## config.mk

```make
export PLATFORM = sky130hd
export DESIGN_NAME = snoop_inval_cluster
export DESIGN_NICKNAME = d
export VERILOG_FILES = /design/src/rtl/snoop_coh_pkg.sv /design/src/rtl/snoop_fixed_arb.sv /design/src/rtl/snoop_mem_model.sv /design/src/rtl/snoop_line_ctrl.sv /design/src/rtl/snoop_inval_cluster.sv
export SDC_FILE = /design/constraint.sdc
export NUM_CORES = 1
export LEC_CHECK = 0
export BUFFER_PORTS_ARGS = -buffer_cell sky130_fd_sc_hd__buf_2
export CAP_MARGIN = 20
export CORE_MARGIN = 5
export CORE_UTILIZATION = 40
export CTS_CLUSTER_DIAMETER = 120
export CTS_CLUSTER_SIZE = 28
export DETAILED_ROUTE_END_ITERATION = 12
export PLACE_DENSITY = 0.68
export SYNTH_ARGS = -nofsm -noshare
export SYNTH_HDL_FRONTEND = slang
export SYNTH_SLANG_ARGS = --single-unit
```

## constraint.sdc

```tcl
create_clock -name clk -period 4.9 [get_ports clk]
set_input_delay 1.225 -clock clk [delete_from_list [all_inputs] [get_ports clk]]
set_output_delay 1.225 -clock clk [all_outputs]
set_load 0.02 [all_outputs]
```

## src/rtl/snoop_coh_pkg.sv

```systemverilog
package snoop_coh_pkg;

  typedef enum logic [1:0] {
    LN_INV = 2'd0,
    LN_SHD = 2'd1,
    LN_OWN = 2'd2
  } line_st_e;

  typedef enum logic [1:0] {
    BUS_IDLE = 2'd0,
    BUS_RD   = 2'd1,
    BUS_INV  = 2'd2
  } bus_cmd_e;

  // Reset content of memory for a line index
  function automatic logic [31:0] mem_seed(input int unsigned a);
    return (32'(a) * 32'd37) + 32'd5;
  endfunction

endpackage

```

## src/rtl/snoop_fixed_arb.sv

```systemverilog
module snoop_fixed_arb #(
  parameter int N = 3
) (
  input  logic [N-1:0] req,
  output logic [N-1:0] gnt
);
  always_comb begin
    logic taken;
    taken = 1'b0;
    gnt   = '0;
    for (int i = 0; i < N; i++) begin
      if (req[i] && !taken) begin
        gnt[i] = 1'b1;
        taken  = 1'b1;
      end
    end
  end
endmodule

```

## src/rtl/snoop_mem_model.sv

```systemverilog
module snoop_mem_model import snoop_coh_pkg::*; #(
  parameter  int NLINE = 4,
  parameter  int DW    = 8,
  localparam int AW    = $clog2(NLINE)
) (
  input  logic             clk,
  input  logic             rst_n,
  input  logic [1:0]       bus_cmd,
  input  logic [AW-1:0]    bus_addr,
  input  logic             sup_any,
  input  logic [DW-1:0]    sup_data,
  output logic             mem_drive,
  output logic [DW-1:0]    mem_rdata,
  output logic [NLINE-1:0] mem_ok
);
  logic [DW-1:0] md [NLINE];

  assign mem_drive = (bus_cmd == BUS_RD) && mem_ok[bus_addr];
  assign mem_rdata = md[bus_addr];

  always_ff @(posedge clk) begin
    if (!rst_n) begin
      for (int i = 0; i < NLINE; i++) begin
        md[i] <= DW'(mem_seed(i));
      end
      mem_ok <= '1;
    end else begin
      if (bus_cmd == BUS_INV) begin
        mem_ok[bus_addr] <= 1'b0;
      end else if (bus_cmd == BUS_RD && sup_any) begin
        md[bus_addr]     <= sup_data;
        mem_ok[bus_addr] <= 1'b1;
      end
    end
  end
endmodule

```

## src/rtl/snoop_line_ctrl.sv

```systemverilog
module snoop_line_ctrl import snoop_coh_pkg::*; #(
  parameter  int NLINE = 4,
  parameter  int DW    = 8,
  localparam int AW    = $clog2(NLINE)
) (
  input  logic             clk,
  input  logic             rst_n,
  input  logic             req_valid,
  input  logic             req_write,
  input  logic [AW-1:0]    req_addr,
  input  logic [DW-1:0]    req_wdata,
  output logic             busy,
  output logic             rsp_done,
  output logic [DW-1:0]    rsp_rdata,
  output logic             bus_req,
  input  logic             bus_gnt,
  output logic [1:0]       want_cmd,
  output logic [AW-1:0]    want_addr,
  input  logic [1:0]       snp_cmd,
  input  logic [AW-1:0]    snp_addr,
  input  logic [DW-1:0]    snp_data,
  output logic             sup_valid,
  output logic [DW-1:0]    sup_data,
  output logic [NLINE-1:0] own_map
);
  typedef enum logic [1:0] {C_IDLE, C_PEND, C_WAIT} ctrl_e;

  line_st_e      st [NLINE];
  logic [DW-1:0] ld [NLINE];
  ctrl_e         fsm;
  logic          p_write;
  logic [AW-1:0] p_addr;
  logic [DW-1:0] p_wdata;

  // Named internal events
  logic snooping, ev_clash, local_hit, need_bus, xact_done;

  assign snooping  = (snp_cmd != BUS_IDLE) && !bus_gnt;
  assign sup_valid = snooping && (snp_cmd == BUS_RD) && (st[snp_addr] == LN_OWN);
  assign sup_data  = ld[snp_addr];
  assign ev_clash  = (fsm == C_PEND) && snooping && (snp_addr == p_addr);
  assign local_hit = (fsm == C_PEND) && !ev_clash &&
                     (p_write ? (st[p_addr] == LN_OWN) : (st[p_addr] != LN_INV));
  assign need_bus  = (fsm == C_PEND) && !ev_clash && !local_hit;
  assign xact_done = (fsm == C_WAIT) && bus_gnt;

  assign busy      = (fsm != C_IDLE);
  assign bus_req   = (fsm == C_WAIT);
  assign want_cmd  = p_write ? BUS_INV : BUS_RD;
  assign want_addr = p_addr;

  for (genvar i = 0; i < NLINE; i++) begin : g_own
    assign own_map[i] = (st[i] == LN_OWN);
  end

  always_ff @(posedge clk) begin
    if (!rst_n) begin
      fsm       <= C_IDLE;
      p_write   <= 1'b0;
      p_addr    <= '0;
      p_wdata   <= '0;
      rsp_done  <= 1'b0;
      rsp_rdata <= '0;
      for (int i = 0; i < NLINE; i++) begin
        st[i] <= LN_INV;
        ld[i] <= '0;
      end
    end else begin
      rsp_done <= 1'b0;
      // Remote transactions observed on the bus
      if (snooping) begin
        if (snp_cmd == BUS_INV) begin
          st[snp_addr] <= LN_INV;
        end else if (snp_cmd == BUS_RD && st[snp_addr] == LN_OWN) begin
          st[snp_addr] <= LN_SHD;
        end
      end
      case (fsm)
        C_IDLE: begin
          if (req_valid) begin
            p_write <= req_write;
            p_addr  <= req_addr;
            p_wdata <= req_wdata;
            fsm     <= C_PEND;
          end
        end
        C_PEND: begin
          if (local_hit) begin
            if (p_write) ld[p_addr] <= p_wdata;
            rsp_rdata <= p_write ? p_wdata : ld[p_addr];
            rsp_done  <= 1'b1;
            fsm       <= C_IDLE;
          end else if (need_bus) begin
            fsm <= C_WAIT;
          end
        end
        C_WAIT: begin
          if (xact_done) begin
            st[p_addr] <= p_write ? LN_OWN : LN_SHD;
            ld[p_addr] <= p_write ? p_wdata : snp_data;
            rsp_rdata  <= p_write ? p_wdata : snp_data;
            rsp_done   <= 1'b1;
            fsm        <= C_IDLE;
          end
        end
        default: fsm <= C_IDLE;
      endcase
    end
  end
endmodule

```

## src/rtl/snoop_inval_cluster.sv

```systemverilog
module snoop_inval_cluster import snoop_coh_pkg::*; #(
  parameter  int NCPU  = 3,
  parameter  int NLINE = 4,
  parameter  int DW    = 8,
  localparam int AW    = $clog2(NLINE)
) (
  input  logic              clk,
  input  logic              rst_n,
  input  logic [NCPU-1:0]   req_valid,
  input  logic [NCPU-1:0]   req_write,
  input  logic [NCPU*AW-1:0] req_addr,
  input  logic [NCPU*DW-1:0] req_wdata,
  output logic [NCPU-1:0]   busy,
  output logic [NCPU-1:0]   rsp_done,
  output logic [NCPU*DW-1:0] rsp_rdata,
  output logic [NCPU-1:0]   bus_gnt_o,
  output logic [1:0]        bus_cmd_o,
  output logic [AW-1:0]     bus_addr_o,
  output logic [DW-1:0]     bus_data_o,
  output logic              bus_sup_o
);
  logic [NCPU-1:0]       bus_req, bus_gnt, sup_vec;
  logic [1:0]            want_cmd  [NCPU];
  logic [AW-1:0]         want_addr [NCPU];
  logic [DW-1:0]         sup_dat   [NCPU];
  logic [NCPU*NLINE-1:0] own_map;
  logic [1:0]            bus_cmd;
  logic [AW-1:0]         bus_addr;
  logic [DW-1:0]         bus_data, sup_mux, mem_rdata;
  logic                  sup_any, mem_drive;
  logic [NLINE-1:0]      mem_ok;

  snoop_fixed_arb #(.N(NCPU)) u_arb (.req(bus_req), .gnt(bus_gnt));

  for (genvar c = 0; c < NCPU; c++) begin : g_cpu
    snoop_line_ctrl #(.NLINE(NLINE), .DW(DW)) u_ctrl (
      .clk       (clk),
      .rst_n     (rst_n),
      .req_valid (req_valid[c]),
      .req_write (req_write[c]),
      .req_addr  (req_addr[c*AW +: AW]),
      .req_wdata (req_wdata[c*DW +: DW]),
      .busy      (busy[c]),
      .rsp_done  (rsp_done[c]),
      .rsp_rdata (rsp_rdata[c*DW +: DW]),
      .bus_req   (bus_req[c]),
      .bus_gnt   (bus_gnt[c]),
      .want_cmd  (want_cmd[c]),
      .want_addr (want_addr[c]),
      .snp_cmd   (bus_cmd),
      .snp_addr  (bus_addr),
      .snp_data  (bus_data),
      .sup_valid (sup_vec[c]),
      .sup_data  (sup_dat[c]),
      .own_map   (own_map[c*NLINE +: NLINE])
    );
  end

  // Bus multiplexing from the granted requester and the supplier
  always_comb begin
    bus_cmd  = '0;
    bus_addr = '0;
    sup_mux  = '0;
    for (int c = 0; c < NCPU; c++) begin
      if (bus_gnt[c]) begin
        bus_cmd  = bus_cmd | want_cmd[c];
        bus_addr = bus_addr | want_addr[c];
      end
      if (sup_vec[c]) sup_mux = sup_mux | sup_dat[c];
    end
  end

  assign sup_any  = |sup_vec;
  assign bus_data = sup_any ? sup_mux : (mem_drive ? mem_rdata : '0);

  snoop_mem_model #(.NLINE(NLINE), .DW(DW)) u_mem (
    .clk       (clk),
    .rst_n     (rst_n),
    .bus_cmd   (bus_cmd),
    .bus_addr  (bus_addr),
    .sup_any   (sup_any),
    .sup_data  (sup_mux),
    .mem_drive (mem_drive),
    .mem_rdata (mem_rdata),
    .mem_ok    (mem_ok)
  );

  assign bus_gnt_o  = bus_gnt;
  assign bus_cmd_o  = bus_cmd;
  assign bus_addr_o = bus_addr;
  assign bus_data_o = bus_data;
  assign bus_sup_o  = sup_any;
endmodule

```

* After elaboration in Yosys (flattened, before gate mapping)
Memory sizes are Yosys's and may differ from the RTL's. A register that Yosys moved wholly into a read port is not among the register bits.
Index checks and enable logic that the tools add are counted.
Widths: inputs -> output; s select.
** Operators by class
- Multiplexer cells :: 168
- Reduce and logical (&&, ||, !) cells :: 79
- Magnitude comparators :: 2
- Equality and inequality tests :: 29
- Bitwise operators :: 15
** Operator list (count)
- $mux 8 :: 24
- $mux 2 :: 52
- $mux 1 :: 79
- $pmux 8 s2 :: 3
- $logic_and 1x1->1 :: 35
- $reduce_or 8->1 :: 4
- $reduce_bool 2->1 :: 11
- $eq 2x2->1 const B :: 10
- $pmux 2 s3 :: 3
- $reduce_and 3->1 :: 6
- $or 8x8->8 :: 2
- $ne 2x2->1 const B :: 6
- $reduce_or 2->1 :: 6
- $logic_not 1->1 :: 10
- $ne 3x1->1 const B :: 3
- $eq 2x1->1 const B :: 4
- $mux 4 :: 2
- $or 2x2->2 :: 4
- $eq 2x2->1 :: 3
- $logic_not 2->1 :: 3
- $ne 2x1->1 const B :: 3
- $or 1x1->1 :: 6
- $pmux 1 s2 :: 3
- $reduce_and 2->1 :: 3
- 8 further kinds :: 8
** Word-level totals
- Memories kept :: 7
- Bits in writable memories :: 152
- Bits of input ports :: 38
- Logic and storage cells :: 319
- Bits in registers :: 70
** Memories
- g_cpu[0].u_ctrl.ld :: words 4, bits a word 8, rd ports 2, clocked after memory_dff 1, write ports 4, RTL line snoop_line_ctrl.sv:29 : logic [DW-1:0] ld [NLINE];
- g_cpu[1].u_ctrl.ld :: words 4, bits a word 8, rd ports 2, clocked after memory_dff 1, write ports 4, RTL line snoop_line_ctrl.sv:29
- g_cpu[2].u_ctrl.ld :: words 4, bits a word 8, rd ports 2, clocked after memory_dff 1, write ports 4, RTL line snoop_line_ctrl.sv:29
- u_mem.md :: words 4, bits a word 8, rd ports 1, clocked after memory_dff 0, write ports 4, RTL line snoop_mem_model.sv:16 : logic [DW-1:0] md [NLINE];
- g_cpu[0].u_ctrl.st :: words 4, bits a word 2, rd ports 2, clocked after memory_dff 1, write ports 4, RTL line snoop_line_ctrl.sv:28 : line_st_e st [NLINE];
- g_cpu[1].u_ctrl.st :: words 4, bits a word 2, rd ports 2, clocked after memory_dff 1, write ports 4, RTL line snoop_line_ctrl.sv:28
- +1 memories

* Depth between registers and ports, before layout
- Depth after elaboration :: 23
- Mapped depth :: 15
- Mapped depth without buffers :: 13

* By module
From an unflattened synthesis, not the netlist that was laid out.
** Second synthesis, totals
- Cells, all modules :: 1148
- Area, all modules :: 12399.4 µm²
** Modules (own cells, without submodules)
- snoop_line_ctrl (g_cpu[0].u_ctrl) :: cells each 332, instances 1, area an instance 3483.3 µm², sequential area each 1681.6 µm²
- snoop_line_ctrl (g_cpu[2].u_ctrl) :: cells each 321, instances 1, area an instance 3472.1 µm², sequential area each 1681.6 µm²
- snoop_line_ctrl (g_cpu[1].u_ctrl) :: cells each 332, instances 1, area an instance 3438.3 µm², sequential area each 1681.6 µm²
- snoop_mem_model :: cells each 114, instances 1, area an instance 1699.1 µm², sequential area each 1041.0 µm²
- snoop_inval_cluster :: cells each 46, instances 1, area an instance 280.3 µm², sequential area each 0.0 µm²
- snoop_fixed_arb :: cells each 3, instances 1, area an instance 26.3 µm², sequential area each 0.0 µm²

* Worst setup path after synthesis
Ideal clock, no wire load.
- Path kind :: register -> output
- Start point :: reg g_cpu[1].u_ctrl.fsm[0]
- End point :: out bus_data_o[2]
- Required time :: 3675 ps
- Cell stages (with the launch flop) :: 13
- Slack :: 613 ps
- Arrival time :: 3062 ps
- Cell sequence :: dfxtp_1 > inv_1 > ha_1 > nand2b_1 > buf_2 > inv_2 > a221oi_2 > buf_4 > buf_2 > mux4_2 > a221o_1 > a21oi_2 > inv_1
** Between the ends
- Longest elaborated chain between the ends :: 17
- Elaborated cells on any way between the ends :: 47
- Classes of those cells :: eq/ne (5); mux (14); bitwise (4); reduce/logical (17); memory (7)
** RTL lines
- start, declared :: RTL line snoop_line_ctrl.sv:30 : ctrl_e fsm;
- start signal, assigned :: RTL line snoop_line_ctrl.sv:58 : fsm <= C_IDLE;
- start signal, assigned :: RTL line snoop_line_ctrl.sv:84 : fsm <= C_PEND;
- start signal, assigned :: RTL line snoop_line_ctrl.sv:92 : fsm <= C_IDLE;
- $eq 2x2->1 (*) :: RTL line snoop_line_ctrl.sv:48 : assign bus_req = (fsm == C_WAIT);
- $logic_and 1x1->1 (*) :: RTL line snoop_fixed_arb.sv:12 : if (req[i] && !taken) begin
- parallel branches: the longest is 14 deep, another holds $mem_v2 4x2
- $mux 8 (*) :: RTL line snoop_inval_cluster.sv:74 : assign bus_data = sup_any ? sup_mux : (mem_drive ? mem_rdata : '0);
- end, declared :: RTL line snoop_inval_cluster.sv:19 : output logic [DW-1:0] bus_data_o,
Every way passes the cells marked *. The select of a mux whose other input is x is not followed.

* Worst setup path in the final report
- Start point :: reg g_cpu[0].u_ctrl.fsm[0]
- End point :: out bus_data_o[7]
** Between the ends
- Longest elaborated chain between the ends :: 19
- Elaborated cells on any way between the ends :: 53
- Classes of those cells :: eq/ne (5); mux (17); bitwise (6); reduce/logical (18); memory (7)
** RTL lines (RTL line)
- start, declared :: snoop_line_ctrl.sv:30
- start signal, assigned :: snoop_line_ctrl.sv:58
- start signal, assigned :: snoop_line_ctrl.sv:84
- start signal, assigned :: snoop_line_ctrl.sv:92
- $eq 2x2->1 (*) :: snoop_line_ctrl.sv:48
- $mux 1 (*) :: snoop_fixed_arb.sv:12
- parallel branches: the longest is 16 deep, another holds $mem_v2 4x2
- $mux 8 (*) :: snoop_inval_cluster.sv:74
Marked as above.

==> metrics.sh <==
VIA_COUNT=9026
SYNTHESIS.AREA_PER_INSTANCE_UM2=11.1
CORE-AREA_UM2=28700
CLKSLEWWORSTSETUPHOLDPATHS_NS=0.11
NUMBER_OF_ANTENNA_VIOLATIONS_AT_THE_FIRST_CHECK_IN_GLOBAL_ROUTING=0
NUMBER_OF_BUFFERS_ADDED_ON_PORTS=83
SYN_AREA_UM2=11600
CRIT_ARRIVAL_NS=3.58
SYNTH.YOSYS.WARNINGS=0
FIN_SETUP_TNS_NS=0
FINAL_NETS=1189
CLOCK_TREE_FROM_TRITONCTS='yes'
CLOCK_INSERTION_DELAY_WORST_SKEW_NS=0.50
NUMBER_OF_MAXIMUM_CAPACITANCE_VIOLATIONS=0
GP_CONGESTION=0.956
POST-ROUTE-DRC-COUNT=0
WORST_SLACK_NS=0.0929
SYNTH_LARGEST_AREA_CELL='sky130_fd_sc_hd__edfxtp_1'
DETAILEDROUTE.FIRSTITERATIONVIOLATIONS=886
SYNTH_LARGEST_TYPE_AREA_FRACTION=0.394
DETAIL_ROUTE.WIRELENGTH_UM=34800
SYNTH-ASYNC-RESET-RATIO=0
OUTCOME='completed'
SYNTHCELLS=1047
SYNTH.DISTINCT_CELLS=66
NUM_ANTENNA_CELLS=0
PRECTSSETUPSLACK_NS=0.197
WORST-SLEW-PIN-TRANSITION_NS=0.796
NUMBER_OF_SYNTHESIZED_FLOPS_WITH_AN_ENABLE_PIN=152
GRT_MAX_DEGREE=33
WIDTH_OF_THE_DIE_UM=180
INITIAL_CORE_UTIL=0.404
CRIT_PATH_START_KIND='flop'
OVERALL_POWER_mW=4.74
SYNTHFLOPTYPE='sky130_fd_sc_hd__edfxtp_1'
POWERDENSITY_nW_PER_UM2=359
DRIVE_ABOVE_1_SHARE=0.238
ANTENNA_LEFT=0
SYNTH_SEQUENTIAL_AREA_RATIO=0.525
GRT_PASS1_VIAS=8790
CLOCK_TREE.BUFFER_DEPTH=3
WORST_CLOCK_SKEW_NS=0.0343
SETUP_VIOL_COUNT_FINAL=0
DETAIL_ROUTE.WL_PER_CELL_UM=22.8
GRT_FIRST_PASS_WIRELENGTH_UM=52500
GLOBAL_ROUTE.OVERFLOW_TOTAL=0
MIN_DELAY_WORST_TYPE='reg -> reg'
TIMING_MAX_TRANSITION_VIOLATIONS_FINAL=0
DETAILED_PLACE_HPWL_UM=25900
DIE_AREA_UM2=32500
POSTCTSHOLDBUFS=0
PEAKVDDDROP_uV=175
SYNTH_AREA_LEADERS='sky130_fd_sc_hd__edfxtp_1 (39%), sky130_fd_sc_hd__dfxtp_1 (13%), sky130_fd_sc_hd__mux4_2 (11%), sky130_fd_sc_hd__nor2_1 (4.6%), sky130_fd_sc_hd__nand2_1 (4.1%)'
TIMING.SETUP.CRITICAL_PATH_CLASS='reg -> out'
CLKSINKCOUNT=228
DIEHEIGHT_UM=180
FP-ROW-COUNT=62
CP.REQUIRED_NS=3.67
POST-ROUTE-MIN-PERIOD_NS=4.81
TIMING.MAX_SLEW.REL_SLACK=0.469
DRT_PRE_ANTENNA_ITERS=5
CTS_MADE_BUFFERS=12
MAXCLOCKFREQUENCY_MHz=208
FINALHOLDVIOLCOUNT=0
CTS_MAX_LEVEL=1
AREAGROWTHSYNTHTOFINISH_PCT=14.0
YS_FF_LATCH=228
CRIT_PATH_END_KIND='output pin'
TOP_LEVEL_PORTS=84
GRT_UTIL_ALL_LAYERS=0.204
POST-SYNTH-TOP-COUNT-CELL='sky130_fd_sc_hd__edfxtp_1'
POSTSYNTHNETCOUNT=1096
TIMING.FINAL.CRIT_SHARE=0.981
LEAKAGEPOWER_nW=4.95
NETLIST_TOP_CELLS_COUNT='sky130_fd_sc_hd__edfxtp_1 (152), sky130_fd_sc_hd__nor2_1 (142), sky130_fd_sc_hd__nand2_1 (127), sky130_fd_sc_hd__dfxtp_1 (76), sky130_fd_sc_hd__mux4_2 (56)'
CLOCK-ROOT-BUFFER='sky130_fd_sc_hd__clkbuf_16'
AVGVIACOUNTPERCELL=5.90
CRITICAL_PATH_PEAK_FANOUT=8
[final timing paths]
kind                                                 end  slack [ns]                   start  cells after the start
worst max-delay path                       bus_data_o[7]        0.09  g_cpu[0].u_ctrl.fsm[0]                     16
worst min-delay path                                flop        0.49                    flop                      2
worst max register to register  g_cpu[0].u_ctrl.ld[0][6]        0.74  g_cpu[0].u_ctrl.fsm[0]                     15
worst min register to register                      flop        0.49                    flop                      2
[per-layer routing]
| layer | track usage | vias up | wire [um] |
|---|---|---|---|
| li1 | - | 4029 | - |
| met1 | 0.277 | 4497 | 14000 |
| met2 | 0.344 | 422 | 17000 |
| met3 | 0.0246 | 78 | 2500 |
| met4 | 0.0668 | 0 | 1240 |
| met5 | 0 | - | 0 |
[cells in the final DEF (no fill, tap or decap), types with 14 or more instances in the layout]
| master | count |
|---|---|
| sky130_fd_sc_hd__a22o_1 | 17 |
| sky130_fd_sc_hd__o22ai_1 | 27 |
| sky130_fd_sc_hd__and2_1 | 14 |
| sky130_fd_sc_hd__dfxtp_1 | 74 |
| sky130_fd_sc_hd__buf_2 | 84 |
| sky130_fd_sc_hd__edfxtp_1 | 152 |
| sky130_fd_sc_hd__a21oi_1 | 43 |
| sky130_fd_sc_hd__a22oi_1 | 15 |
| sky130_fd_sc_hd__mux4_2 | 56 |
| sky130_fd_sc_hd__o21ai_0 | 28 |
| sky130_fd_sc_hd__nor2_1 | 142 |
| sky130_fd_sc_hd__nand2_1 | 127 |
| sky130_fd_sc_hd__mux2i_1 | 26 |
| sky130_fd_sc_hd__buf_4 | 61 |
| sky130_fd_sc_hd__inv_1 | 45 |
[area by class of cell]
type | count | area (um2)
Fill cell | 2677 | 15500
Sequential cell | 228 | 6090
Multi-Input combinational cell | 692 | 5100
Timing Repair Buffer | 150 | 952
Tap cell | 384 | 480
Clock buffer | 18 | 344
Inverter | 56 | 213
Clock inverter | 2 | 35.0
[registers in the layout, summed over array words and instances (netlist names), named ones only]
name and cells:
g_cpu.u_ctrl.st 24, g_cpu.u_ctrl.ld 96, g_cpu.u_ctrl.p_wdata 24, g_cpu.u_ctrl.rsp_done 3, g_cpu.u_ctrl.p_write 3, u_mem.md 32, g_cpu.u_ctrl.rsp_rdata 24, g_cpu.u_ctrl.fsm 6
g_cpu.u_ctrl.want_addr 6
[power by group]
group / leakage [nW] / internal [mW] / switching (mW)
logic: 2.62 / 0.484 / 0.784
clock network: 0.181 / 0.508 / 0.639
registers: 2.15 / 2.19 / 0.131
total: 4.95 / 3.19 / 1.55
[critical path, stage by stage (launching register included)]
cell and delay, ns:
sky130_fd_sc_hd__dfxtp_1 0.35, sky130_fd_sc_hd__inv_2 0.10, sky130_fd_sc_hd__ha_4 0.19, sky130_fd_sc_hd__nand2b_1 0.16, sky130_fd_sc_hd__inv_2 0.06, sky130_fd_sc_hd__a221oi_4 0.30, sky130_fd_sc_hd__buf_6 0.14, sky130_fd_sc_hd__buf_4 0.14
sky130_fd_sc_hd__inv_2 0.10, sky130_fd_sc_hd__a311oi_2 0.28, sky130_fd_sc_hd__nor4_2 0.10, sky130_fd_sc_hd__buf_4 0.18, sky130_fd_sc_hd__buf_2 0.16, sky130_fd_sc_hd__a221o_1 0.39, sky130_fd_sc_hd__a21oi_2 0.22, sky130_fd_sc_hd__inv_1 0.07
sky130_fd_sc_hd__buf_2 0.16
[metrics by stage]
stage                     hold slack, ns  utilization  std cells  instance area (um2)
after floorplan                    0.443            -       1047                11600
after global placement             0.460        0.439       1492                12600
after detailed placement           0.469        0.439       1492                12600
after CTS                          0.486        0.457       1527                13100
after global routing               0.515        0.461       1530                13200
final                              0.487        0.461       1530                13200
[repair_timing]
action,in CTS,in global routing
pin swaps,6,4
cloned,1,1
resized for setup,5,23
buffers inserted,14,3
endpoints found under the hold margin,0,0
setup endpoints to repair,8,8
[cell families (layout without fill, tap and decap cells)]
| group | Yosys count | in the layout | share of synthesized area |
|---|---|---|---|
| AOI/OAI and AO/OA | 218 | 218 | 0.133 |
| xor gates and xnor gates | 6 | 6 | 0.00453 |
| adders and majority gates | 11 | 11 | 0.0119 |
| buffers and inverters | 127 | 226 | 0.0457 |
| DFF | 228 | 228 | 0.525 |
| muxes | 86 | 86 | 0.135 |
| and+or+nand+nor | 371 | 371 | 0.145 |
No activity file was read; power rests on OpenSTA's default activity.
